## config.mk

```make
export PLATFORM = sky130hd
export DESIGN_NAME = mem_cmd_sched
export DESIGN_NICKNAME = d
export VERILOG_FILES = /design/src/rtl/mem_cmd_sched_pkg.sv /design/src/rtl/sched_req_queue.sv /design/src/rtl/sched_mode_ctrl.sv /design/src/rtl/mem_cmd_sched.sv
export SDC_FILE = /design/constraint.sdc
export NUM_CORES = 1
export LEC_CHECK = 0
export BUFFER_PORTS_ARGS = -buffer_cell sky130_fd_sc_hd__buf_4
export CORE_UTILIZATION = 30
export DETAILED_ROUTE_END_ITERATION = 7
export SYNTH_ARGS = -nofsm -noshare
export SYNTH_HDL_FRONTEND = slang
export SYNTH_SLANG_ARGS = --single-unit
```

## constraint.sdc

```tcl
create_clock -name clk -period 4.1 [get_ports clk]
set_clock_uncertainty 0.1 [all_clocks]
set_input_delay 0.41 -clock clk [delete_from_list [all_inputs] [get_ports clk]]
set_output_delay 0.41 -clock clk [all_outputs]
set_load 0.01 [all_outputs]
```

## src/rtl/mem_cmd_sched_pkg.sv

```systemverilog
package mem_cmd_sched_pkg;
  typedef enum logic [1:0] {
    MODE_RDFIRST = 2'b00,
    MODE_WRDRAIN = 2'b01,
    MODE_MIXED   = 2'b10,
    MODE_STARVE  = 2'b11
  } sched_mode_e;
endpackage

```

## src/rtl/sched_req_queue.sv

```systemverilog
module sched_req_queue #(
  parameter int DEPTH      = 8,
  parameter int DATA_W     = 16,
  parameter bit AGE_EN     = 1'b0,
  parameter int AGE_W      = 5,
  parameter int STARVE_LIM = 10,
  localparam int PTR_W     = $clog2(DEPTH),
  localparam int CNT_W     = PTR_W + 1
) (
  input  logic              clk,
  input  logic              rst,
  input  logic              push_valid,
  output logic              push_ready,
  input  logic [DATA_W-1:0] push_data,
  input  logic              pop,
  output logic [DATA_W-1:0] head_data,
  output logic [CNT_W-1:0]  count,
  output logic              starved
);
  localparam logic [CNT_W-1:0] FULL_C = CNT_W'(DEPTH);

  logic [DATA_W-1:0] store [DEPTH];
  logic [PTR_W-1:0]  rd_ptr, wr_ptr;
  logic [CNT_W-1:0]  cnt;
  logic              do_push, do_pop;

  assign push_ready = (cnt != FULL_C);
  assign do_push    = push_valid & push_ready;
  assign do_pop     = pop & (cnt != '0);
  assign count      = cnt;
  assign head_data  = store[rd_ptr];

  always_ff @(posedge clk) begin
    if (do_push) store[wr_ptr] <= push_data;
  end

  always_ff @(posedge clk) begin
    if (rst) begin
      rd_ptr <= '0;
      wr_ptr <= '0;
      cnt    <= '0;
    end else begin
      if (do_push) wr_ptr <= wr_ptr + 1'b1;
      if (do_pop)  rd_ptr <= rd_ptr + 1'b1;
      case ({do_push, do_pop})
        2'b10:   cnt <= cnt + 1'b1;
        2'b01:   cnt <= cnt - 1'b1;
        default: cnt <= cnt;
      endcase
    end
  end

  generate
    if (AGE_EN) begin : g_age
      localparam logic [AGE_W-1:0] LIM_C = AGE_W'(STARVE_LIM);
      localparam logic [AGE_W-1:0] MAX_C = '1;
      logic [AGE_W-1:0] age [DEPTH];
      logic [DEPTH-1:0] slot_old;
      for (genvar g = 0; g < DEPTH; g++) begin : g_slot
        logic [PTR_W-1:0] offs;
        logic             live;
        assign offs        = PTR_W'(g) - rd_ptr;
        assign live        = CNT_W'(offs) < cnt;
        assign slot_old[g] = live && (age[g] >= LIM_C);
        always_ff @(posedge clk) begin
          if (rst) begin
            age[g] <= '0;
          end else if (do_push && (wr_ptr == PTR_W'(g))) begin
            age[g] <= '0;
          end else if (live && !(do_pop && (rd_ptr == PTR_W'(g))) && (age[g] != MAX_C)) begin
            age[g] <= age[g] + 1'b1;
          end
        end
      end
      assign starved = |slot_old;
    end else begin : g_noage
      assign starved = 1'b0;
    end
  endgenerate

  AST_NO_OVERFLOW: assert property (@(posedge clk) disable iff (rst)
    cnt <= FULL_C);
  AST_FULL_DROP: assert property (@(posedge clk) disable iff (rst)
    (push_valid && !push_ready && !pop) |=> (cnt == $past(cnt)));
endmodule

```

## src/rtl/sched_mode_ctrl.sv

```systemverilog
module sched_mode_ctrl
  import mem_cmd_sched_pkg::*;
#(
  parameter int CNT_W   = 4,
  parameter int HI_WM   = 5,
  parameter int LO_WM   = 2,
  parameter int MIX_MIN = 1
) (
  input  logic             clk,
  input  logic             rst,
  input  logic [CNT_W-1:0] rd_cnt,
  input  logic [CNT_W-1:0] wr_cnt,
  input  logic             rd_starved,
  input  logic             issue,
  output sched_mode_e      mode,
  output logic             sel_wr
);
  localparam logic [CNT_W-1:0] HI_C  = CNT_W'(HI_WM);
  localparam logic [CNT_W-1:0] LO_C  = CNT_W'(LO_WM);
  localparam logic [CNT_W-1:0] MIX_C = CNT_W'(MIX_MIN);

  logic wp_hold, last_wr, wp_now, mixed_ok;

  assign wp_now   = (wr_cnt > HI_C) | (wp_hold & (wr_cnt > LO_C));
  assign mixed_ok = (rd_cnt > MIX_C) & (wr_cnt > MIX_C);

  always_comb begin
    if (rd_starved)    mode = MODE_STARVE;
    else if (wp_now)   mode = MODE_WRDRAIN;
    else if (mixed_ok) mode = MODE_MIXED;
    else               mode = MODE_RDFIRST;
  end

  always_comb begin
    case (mode)
      MODE_STARVE:  sel_wr = 1'b0;
      MODE_WRDRAIN: sel_wr = 1'b1;
      MODE_MIXED:   sel_wr = ~last_wr;
      default:      sel_wr = (rd_cnt == '0);
    endcase
  end

  always_ff @(posedge clk) begin
    if (rst) begin
      wp_hold <= 1'b0;
      last_wr <= 1'b0;
    end else begin
      wp_hold <= wp_now;
      if (issue) last_wr <= sel_wr;
    end
  end

  AST_WP_HOLD: assert property (@(posedge clk) disable iff (rst)
    (mode == MODE_WRDRAIN) |=> (rd_starved || (wr_cnt <= LO_C) || (mode == MODE_WRDRAIN)));
  AST_MIX_ALT: assert property (@(posedge clk) disable iff (rst)
    (mode == MODE_MIXED && issue) |=> ((mode != MODE_MIXED) || (sel_wr != $past(sel_wr))));
endmodule

```

## src/rtl/mem_cmd_sched.sv

```systemverilog
module mem_cmd_sched
  import mem_cmd_sched_pkg::*;
#(
  parameter int DEPTH      = 8,
  parameter int ADDR_W     = 16,
  parameter int AGE_W      = 5,
  parameter int HI_WM      = 5,
  parameter int LO_WM      = 2,
  parameter int MIX_MIN    = 1,
  parameter int STARVE_LIM = 10
) (
  input  logic              clk,
  input  logic              rst,
  input  logic              rd_req_valid,
  output logic              rd_req_ready,
  input  logic [ADDR_W-1:0] rd_req_addr,
  input  logic              wr_req_valid,
  output logic              wr_req_ready,
  input  logic [ADDR_W-1:0] wr_req_addr,
  output logic              cmd_valid,
  input  logic              cmd_ready,
  output logic              cmd_is_wr,
  output logic [ADDR_W-1:0] cmd_addr,
  output logic [1:0]        mode_o
);
  localparam int CNT_W = $clog2(DEPTH) + 1;

  logic [CNT_W-1:0]  rd_cnt, wr_cnt;
  logic [ADDR_W-1:0] rd_head, wr_head;
  logic              rd_starved, wr_starved_unused;
  logic              issue, sel_wr;
  sched_mode_e       mode;

  assign cmd_valid = (rd_cnt != '0) | (wr_cnt != '0);
  assign issue     = cmd_valid & cmd_ready;
  assign cmd_is_wr = sel_wr;
  assign cmd_addr  = sel_wr ? wr_head : rd_head;
  assign mode_o    = mode;

  sched_req_queue #(
    .DEPTH(DEPTH), .DATA_W(ADDR_W), .AGE_EN(1'b1),
    .AGE_W(AGE_W), .STARVE_LIM(STARVE_LIM)
  ) rd_q_i (
    .clk(clk), .rst(rst),
    .push_valid(rd_req_valid), .push_ready(rd_req_ready), .push_data(rd_req_addr),
    .pop(issue & ~sel_wr), .head_data(rd_head), .count(rd_cnt), .starved(rd_starved)
  );

  sched_req_queue #(
    .DEPTH(DEPTH), .DATA_W(ADDR_W), .AGE_EN(1'b0),
    .AGE_W(AGE_W), .STARVE_LIM(STARVE_LIM)
  ) wr_q_i (
    .clk(clk), .rst(rst),
    .push_valid(wr_req_valid), .push_ready(wr_req_ready), .push_data(wr_req_addr),
    .pop(issue & sel_wr), .head_data(wr_head), .count(wr_cnt), .starved(wr_starved_unused)
  );

  sched_mode_ctrl #(
    .CNT_W(CNT_W), .HI_WM(HI_WM), .LO_WM(LO_WM), .MIX_MIN(MIX_MIN)
  ) mode_i (
    .clk(clk), .rst(rst), .rd_cnt(rd_cnt), .wr_cnt(wr_cnt),
    .rd_starved(rd_starved), .issue(issue), .mode(mode), .sel_wr(sel_wr)
  );

  AST_STALL_HOLD: assert property (@(posedge clk) disable iff (rst)
    (cmd_valid && !cmd_ready) |=> cmd_valid);
  AST_STARVE_READ: assert property (@(posedge clk) disable iff (rst)
    (mode == MODE_STARVE) |-> (cmd_valid && !cmd_is_wr));
endmodule

```

======== Word-level counts from Yosys, hierarchy flattened ========
Memories as Yosys holds them, arrays and structs flattened. A register that Yosys moved wholly into a read port is not among the register bits.
Cells that the tools add are included.
word-level totals
  flip-flop bits (word level) ............. 22
  bits in writable memories ............... 296
  input port bits ......................... 37
  output and inout port bits .............. 22
  logic and storage cells ................. 260
  memories kept ........................... 3
operators by class
  add/subtract/negate cells ............... 24
  magnitude comparators ................... 20
  eq/ne operators ......................... 31
  muxes and demuxes ....................... 89
  bitwise operators ....................... 29
  reductions and logical operators ........ 56
memory list
  name              depth  bits a word  read ports  clocked after Yosys merged registers in  wr ports  RTL line               source
  rd_q_i.store      8      16           1           1                                        1         sched_req_queue.sv:22  logic [DATA_W-1:0] store [DEPTH];
  wr_q_i.store      8      16           1           1                                        1         sched_req_queue.sv:22
  rd_q_i.g_age.age  8      5            8           0                                        8         sched_req_queue.sv:57  logic [AGE_W-1:0] age [DEPTH];
operator list
  kind                 number
  $mux 5               16
  $mux 1               62
  $add 5x1->5 const B  8
  $ge 5x4->1 const B   8
  $logic_and 1x1->1    40
  $ne 5x5->1 const B   8
  $lt 3x4->1           8
  $eq 3x3->1 const B   8
  $or 1x1->1           18
  $mux 16              1
  $pmux 4 s2           2
  $add 3x1->3 const B  4
  $eq 3x2->1 const B   4
  $mux 3               4
  $sub 3x3->3 const A  4
  $and 1x1->1          9
  $add 4x1->4 const B  2
  $eq 2x2->1 const B   4
  $gt 4x1->1 const B   2
  $logic_not 1->1      8
  $ne 4x4->1 const B   2
  $reduce_bool 4->1    2
  $reduce_or 8->1      1
  $sub 4x1->4 const B  2
  12 further kinds     22

======== Longest topological paths before layout ========
  word-level depth ........................ 19
  depth in mapped cells ................... 16
  depth with buffers taken out ............ 15

======== Modules after synthesis ========
From an unflattened synthesis, not the netlist that was laid out.
unflattened totals
  cells, all modules ...................... 846
  area, all modules ....................... 14,283.7 sq um
modules (own cells, without submodules)
  module                    instances  cells an instance  area an instance (sq um)  seq. area each (sq um)
  sched_req_queue (rd_q_i)  1          542                8,266.7                   5,305.1
  sched_req_queue (wr_q_i)  1          259                5,572.8                   4,103.9
  mem_cmd_sched             1          26                 301.5                     0.0
  sched_mode_ctrl           1          19                 142.6                     40.0

======== Least setup slack after synthesis ========
Ideal clock, no wire load.
  path kind ............................... register to register
  start ................................... register rd_q_i.rd_ptr[1]
  end ..................................... register rd_q_i.cnt[3] (netlist: rd_q_i.count[3])
  setup time .............................. 128 ps
  arrival time ............................ 3,210 ps
  required time ........................... 3,872 ps
  setup slack ............................. 662 ps
  cell stages (with the launch flop) ...... 14
  path buffers ............................ 0
  period minus slack after synthesis ...... 3,438 ps
  cell sequence ........................... dfxtp_1 inv_1 ha_1 inv_1 ha_1 a211oi_2 o32a_1 nor4_4 a31oi_4 ha_1 or4_1 a21oi_1 xnor2_1 nor2_1
on the way
  longest elaborated chain between the ends .. 12
  elaborated cells between the ends (all ways) .. 37
  those cells by class .................... add/sub (8); order compare (8); eq/ne (5); mux (3); bitwise (3); reduce/logical (10)
ends and longest elaborated chain
  what                                             RTL line               source
  start, declared                                  sched_req_queue.sv:23  logic [PTR_W-1:0] rd_ptr, wr_ptr;
  start signal, assigned                           sched_req_queue.sv:44  if (do_pop) rd_ptr <= rd_ptr + 1'b1;
  $sub 1x3->3 (tied with other cells)              sched_req_queue.sv:62  assign offs = PTR_W'(g) - rd_ptr;
  $lt 3x4->1                                       sched_req_queue.sv:63  assign live = CNT_W'(offs) < cnt;
  $logic_and 1x1->1                                sched_req_queue.sv:64  assign slot_old[g] = live && (age[g] >= LIM_C);
  $reduce_or 8->1 (*)                              sched_req_queue.sv:75  assign starved = |slot_old;
  $mux 2 (*)                                       sched_mode_ctrl.sv:28  if (rd_starved) mode = MODE_STARVE;
  $eq 2x2->1 or $eq 2x1->1 (tied branches)         sched_mode_ctrl.sv:35  case (mode)
  $pmux 1 s3 (*)                                   sched_mode_ctrl.sv:35
  $not 1->1 (*)                                    mem_cmd_sched.sv:46    .pop(issue & ~sel_wr), .head_data(rd_head), .count(rd_cnt), .starved(rd_starved)
  $and 1x1->1 (*)                                  mem_cmd_sched.sv:46
  $and 1x1->1 (*)                                  sched_req_queue.sv:29  assign do_pop = pop & (cnt != '0);
  via rd_q_i.do_pop                                sched_req_queue.sv:25  logic do_push, do_pop;
  $eq 2x1->1 or $eq 2x2->1 (tied branches)         sched_req_queue.sv:45  case ({do_push, do_pop})
  $pmux 4 s2 or $reduce_bool 2->1 (tied branches)  n/a
  end signal, assigned                             sched_req_queue.sv:46  2'b10: cnt <= cnt + 1'b1;
  end signal, assigned                             sched_req_queue.sv:47  2'b01: cnt <= cnt - 1'b1;
  end signal, assigned                             sched_req_queue.sv:48  default: cnt <= cnt;
  end, declared                                    sched_req_queue.sv:24  logic [CNT_W-1:0] cnt;
The timed path passes the listed nets; every way through them passes the cells marked *.
A chain may end at the register's enable or synchronous reset.

======== Final worst setup path ========
  start ................................... register rd_q_i.rd_ptr[1]
  end ..................................... output port cmd_addr[1]
on the way
  longest elaborated chain between the ends .. 8
  elaborated cells between the ends (all ways) .. 31
  those cells by class .................... add/sub (8); order compare (8); eq/ne (3); mux (3); reduce/logical (9)
ends and longest elaborated chain
  what                                      RTL line               source
  $sub 1x3->3 (tied with other cells)       sched_req_queue.sv:62
  $lt 3x4->1                                sched_req_queue.sv:63
  $logic_and 1x1->1                         sched_req_queue.sv:64
  $reduce_or 8->1 (*)                       sched_req_queue.sv:75
  $mux 2 (*)                                sched_mode_ctrl.sv:28
  $eq 2x2->1 or $eq 2x1->1 (tied branches)  sched_mode_ctrl.sv:35
  $pmux 1 s3 (*)                            sched_mode_ctrl.sv:35
  $mux 16 (*)                               mem_cmd_sched.sv:37    assign cmd_addr = sel_wr ? wr_head : rd_head;
  end, declared                             mem_cmd_sched.sv:23    output logic [ADDR_W-1:0] cmd_addr,
Every way passes the cells marked *; elsewhere a longest branch is shown, timed or not.

==> summary.md <==
| Metric | Value |
|---|---|
| Status | finished, final reports clean |
| CTS tree | yes |
| Slowest cell on crit path | dfxtp_2 |
| Synthesized area | 14100 um^2 |
| Worst skew pair latency | 0.56 ns |
| Power Density | 642 nW/um^2 |
| Worst EP required | 3.59 ns |
| IO Pins | 59 |
| Setup_tns | 0 ns |
| # setup viols final | 0 |
| Prevailing post-synth register cell | edfxtp_1 |
| Die ar. | 48000 um^2 |
| # diodes | 0 |
| Drt first-iter violations | 407 |
| Commonest cells after routing, fill and taps aside | edfxtp_1, buf_4, nor2_1 |
| Asr flop ratio synth | 0 |
| Most common cell after layout, fill and taps aside | edfxtp_1 |
| Post-synthesis sequential area ratio | 0.669 |
| Crit path launch type | register |
| Mapped Cells | 854 |
| Worst vdd ir | 0.000390 V |
| Slew Viols, Final | 0 |
| Proportion of layout cells with a drive suffix above 1 | 0.233 |
| Min Tclk post-route | 3.92 ns |
| Post-DRT Antenna Nets | 0 |
| Crit path cell chain | inv_1 > ha_1 > inv_1 > ha_1 > nor2_1 > a211oi_1 > nor2_1 > nor4_4 > nand3_4 > buf_12 > a211oi_1 > a21oi_2 > buf_4 |
| CP endpoint kind | primary output |
| Leakage | 5.68 nW |
| Min Hold Slack | 0.0644 ns |
| Actual slew at the worst max-slew pin | 1.15 ns |
| Initial core utilization | 0.304 |
| Die Ht | 219 um |
| Vias/cell | 4.67 |
| Clk sink count | 324 |
| Filler cell count | 4354 |
| Count of cell types in the netlist | 55 |
| Area Growth Syn to Fin | 18.7% |
| CTS clk-pin slew, worst paths | 0.06 ns |
| Die X | 219 um |
| R2R Setup Slk | 0.41 ns |
| Number of synthesized flops with an enable pin | 296 |
| CTS Buf Count | 30 |
| Total power | 10.8 mW |
| Crit path arrival time | 3.41 ns |
| Drt drc | 0 |
| Root buffer cell | clkbuf_16 |
| Bufs and invs on worst path | 4 |
| Wire length of the first global-routing pass | 44100 um |
| Final nets | 1076 |
| Gr usage total | 0.120 |
| Top delay family on crit path | simple AND/OR/NAND/NOR gates |
| Hold Crit Class | in -> reg |
| Period utilization | 0.956 |
| Max cap viols | 0 |
| Post-Syn Area per Cell | 16.5 um^2 |
| FF+latch count, synth | 324 |
| Vias in the first global route | 7579 |
| Worst slew margin | 0.230 |
| Pin count of the biggest net entering global routing | 41 |
| Final wirelength | 28700 um |
| Internal | 7.19 mW |
| RSZ-0062 raised after global routing | no |
| Seq pwr share | 0.389 |
| Critical Path Fanout Max | 40 |
| Grt ovf | 0 |
| Row count | 79 |
| Syn_nets | 953 |
| Hpwl dp | 18300 um |
| F_max | 255 MHz |
| H-tree levels | 1 |
| Detailed Routing Iterations Pass 1 | 4 |
| Hold Vio Cnt, Final | 0 |
| Clock share of power | 0.245 |
| Initial antenna violation count | 1 |
| Crit Path Class | reg -> out |
| Sw power | 3.58 mW |
| Power share of the combinational group | 0.367 |
| CP max stage delay | 0.37 ns |
| Gp weighted congestion | 0.766 |
| I/O Buffers | 58 |
| Longest Clk Path Bufs | 3 |
| Detailed-route via count | 7492 |
| Ys Warns | 0 |
| Area of the core | 46500 um^2 |
| Drt wl/cell | 17.9 um |
| Switching share of power | 0.332 |
power by group through the flow:
stage	clock, mW	combinational (mW)	sequential (mW)
CTS	2.72	3.90	4.19
finish	2.64	3.95	4.18
floorplan	0	2.54	4.17
detailed placement	0	3.76	4.26
global placement	0	3.72	4.24
global route	2.83	4.31	4.23
cell families after synthesis:
group / after synthesis / share of synthesized area
AOI/OAI and AO/OA: 91 / 0.0468
xor gates and xnor gates: 25 / 0.0155
adders and majority gates: 62 / 0.0549
buffers and inverters: 64 / 0.0197
DFF: 324 / 0.669
muxes: 88 / 0.119
and+or+nand+nor: 200 / 0.0753
metrics by stage:
stage,utilization,setup slack [ns],std cells,cell area (um^2)
after floorplan,-,0.662,854,14100
after global placement,0.333,0.424,1518,15400
after detailed placement,0.333,0.317,1518,15400
after CTS,0.360,0.0285,1604,16700
after global routing,0.361,0.00393,1604,16800
final,0.361,0.179,1604,16800
what timing repair did:
item                                   4_1_cts  5_1_grt
cloned                                       0        0
pin swaps                                    2        2
gates resized for setup                      6        8
endpoints found under the hold margin      256        0
setup buffers                                2        0
setup endpoints to repair                   16       16
hold buffers                                32        0
sequential cells by signal, summed over array words and instances (netlist names), named ones only:
signal,flops
wr_q_i.store,128
wr_q_i.rd_ptr,3
wr_q_i.wr_ptr,3
rd_q_i.rd_ptr,3
rd_q_i.store,128
rd_q_i.count,4
mode_i.wp_hold,1
wr_q_i.count,4
rd_q_i.wr_ptr,3
rd_q_i.g_age.age,40
mode_i.last_wr,1
routing by layer:
| metal | GRT usage | wire (um) | vias to the layer above |
|---|---|---|---|
| met3 | 0.0159 | 1050 | 35 |
| met4 | 0.0352 | 509 | 2 |
| met5 | 0 | 13 | - |
| li1 | - | - | 3569 |
| met2 | 0.200 | 14000 | 110 |
| met1 | 0.162 | 13100 | 3776 |
worst reg2reg max path, delay by kind of cell, from the launching register on:
family	cells	cell delay [ns]
and+or+nand+nor	5	0.98
adders and majority gates	3	0.93
DFF	1	0.37
xor gates and xnor gates	1	0.14
AOI/OAI and AO/OA	3	0.66
buffers and inverters	3	0.39
cell usage after synthesis (10+ instances only):
master	n	area, um^2
nand2_1	23	86.3
a21oi_1	35	175
mux4_2	64	1440
edfxtp_1	296	8890
ha_1	62	776
dfxtp_1	28	561
and2_1	10	62.6
xor2_1	13	114
nor2_1	74	278
mux2i_1	21	210
inv_1	32	120
a211oi_1	24	180
nand3_1	17	85.1
nor2b_1	20	125
clkbuf_1	19	71.3
xnor2_1	12	105
nor3_1	16	80.1
final cells by class:
type | count | area [um^2] | area share
Clock buffer | 36 | 773 | 0.0461
Clock inverter | 16 | 149 | 0.00888
Inverter | 32 | 120 | 0.00716
Multi-Input combinational cell | 466 | 4490 | 0.268
Sequential cell | 324 | 9450 | 0.564
Tap cell | 607 | 759 | 0.0453
Timing Repair Buffer | 123 | 1030 | 0.0613
worst paths after layout:
path	start	end	cells after the start
min	wr_req_valid	wr_q_i.wr_ptr[1]	3
max	rd_q_i.rd_ptr[1]	cmd_addr[1]	13
max reg2reg	rd_q_i.rd_ptr[1]	rd_q_i.count[3]	15
min reg2reg	wr_q_i.wr_ptr[0]	wr_q_i.wr_ptr[0]	2
Note: power is estimated with default switching activity, not from simulation.
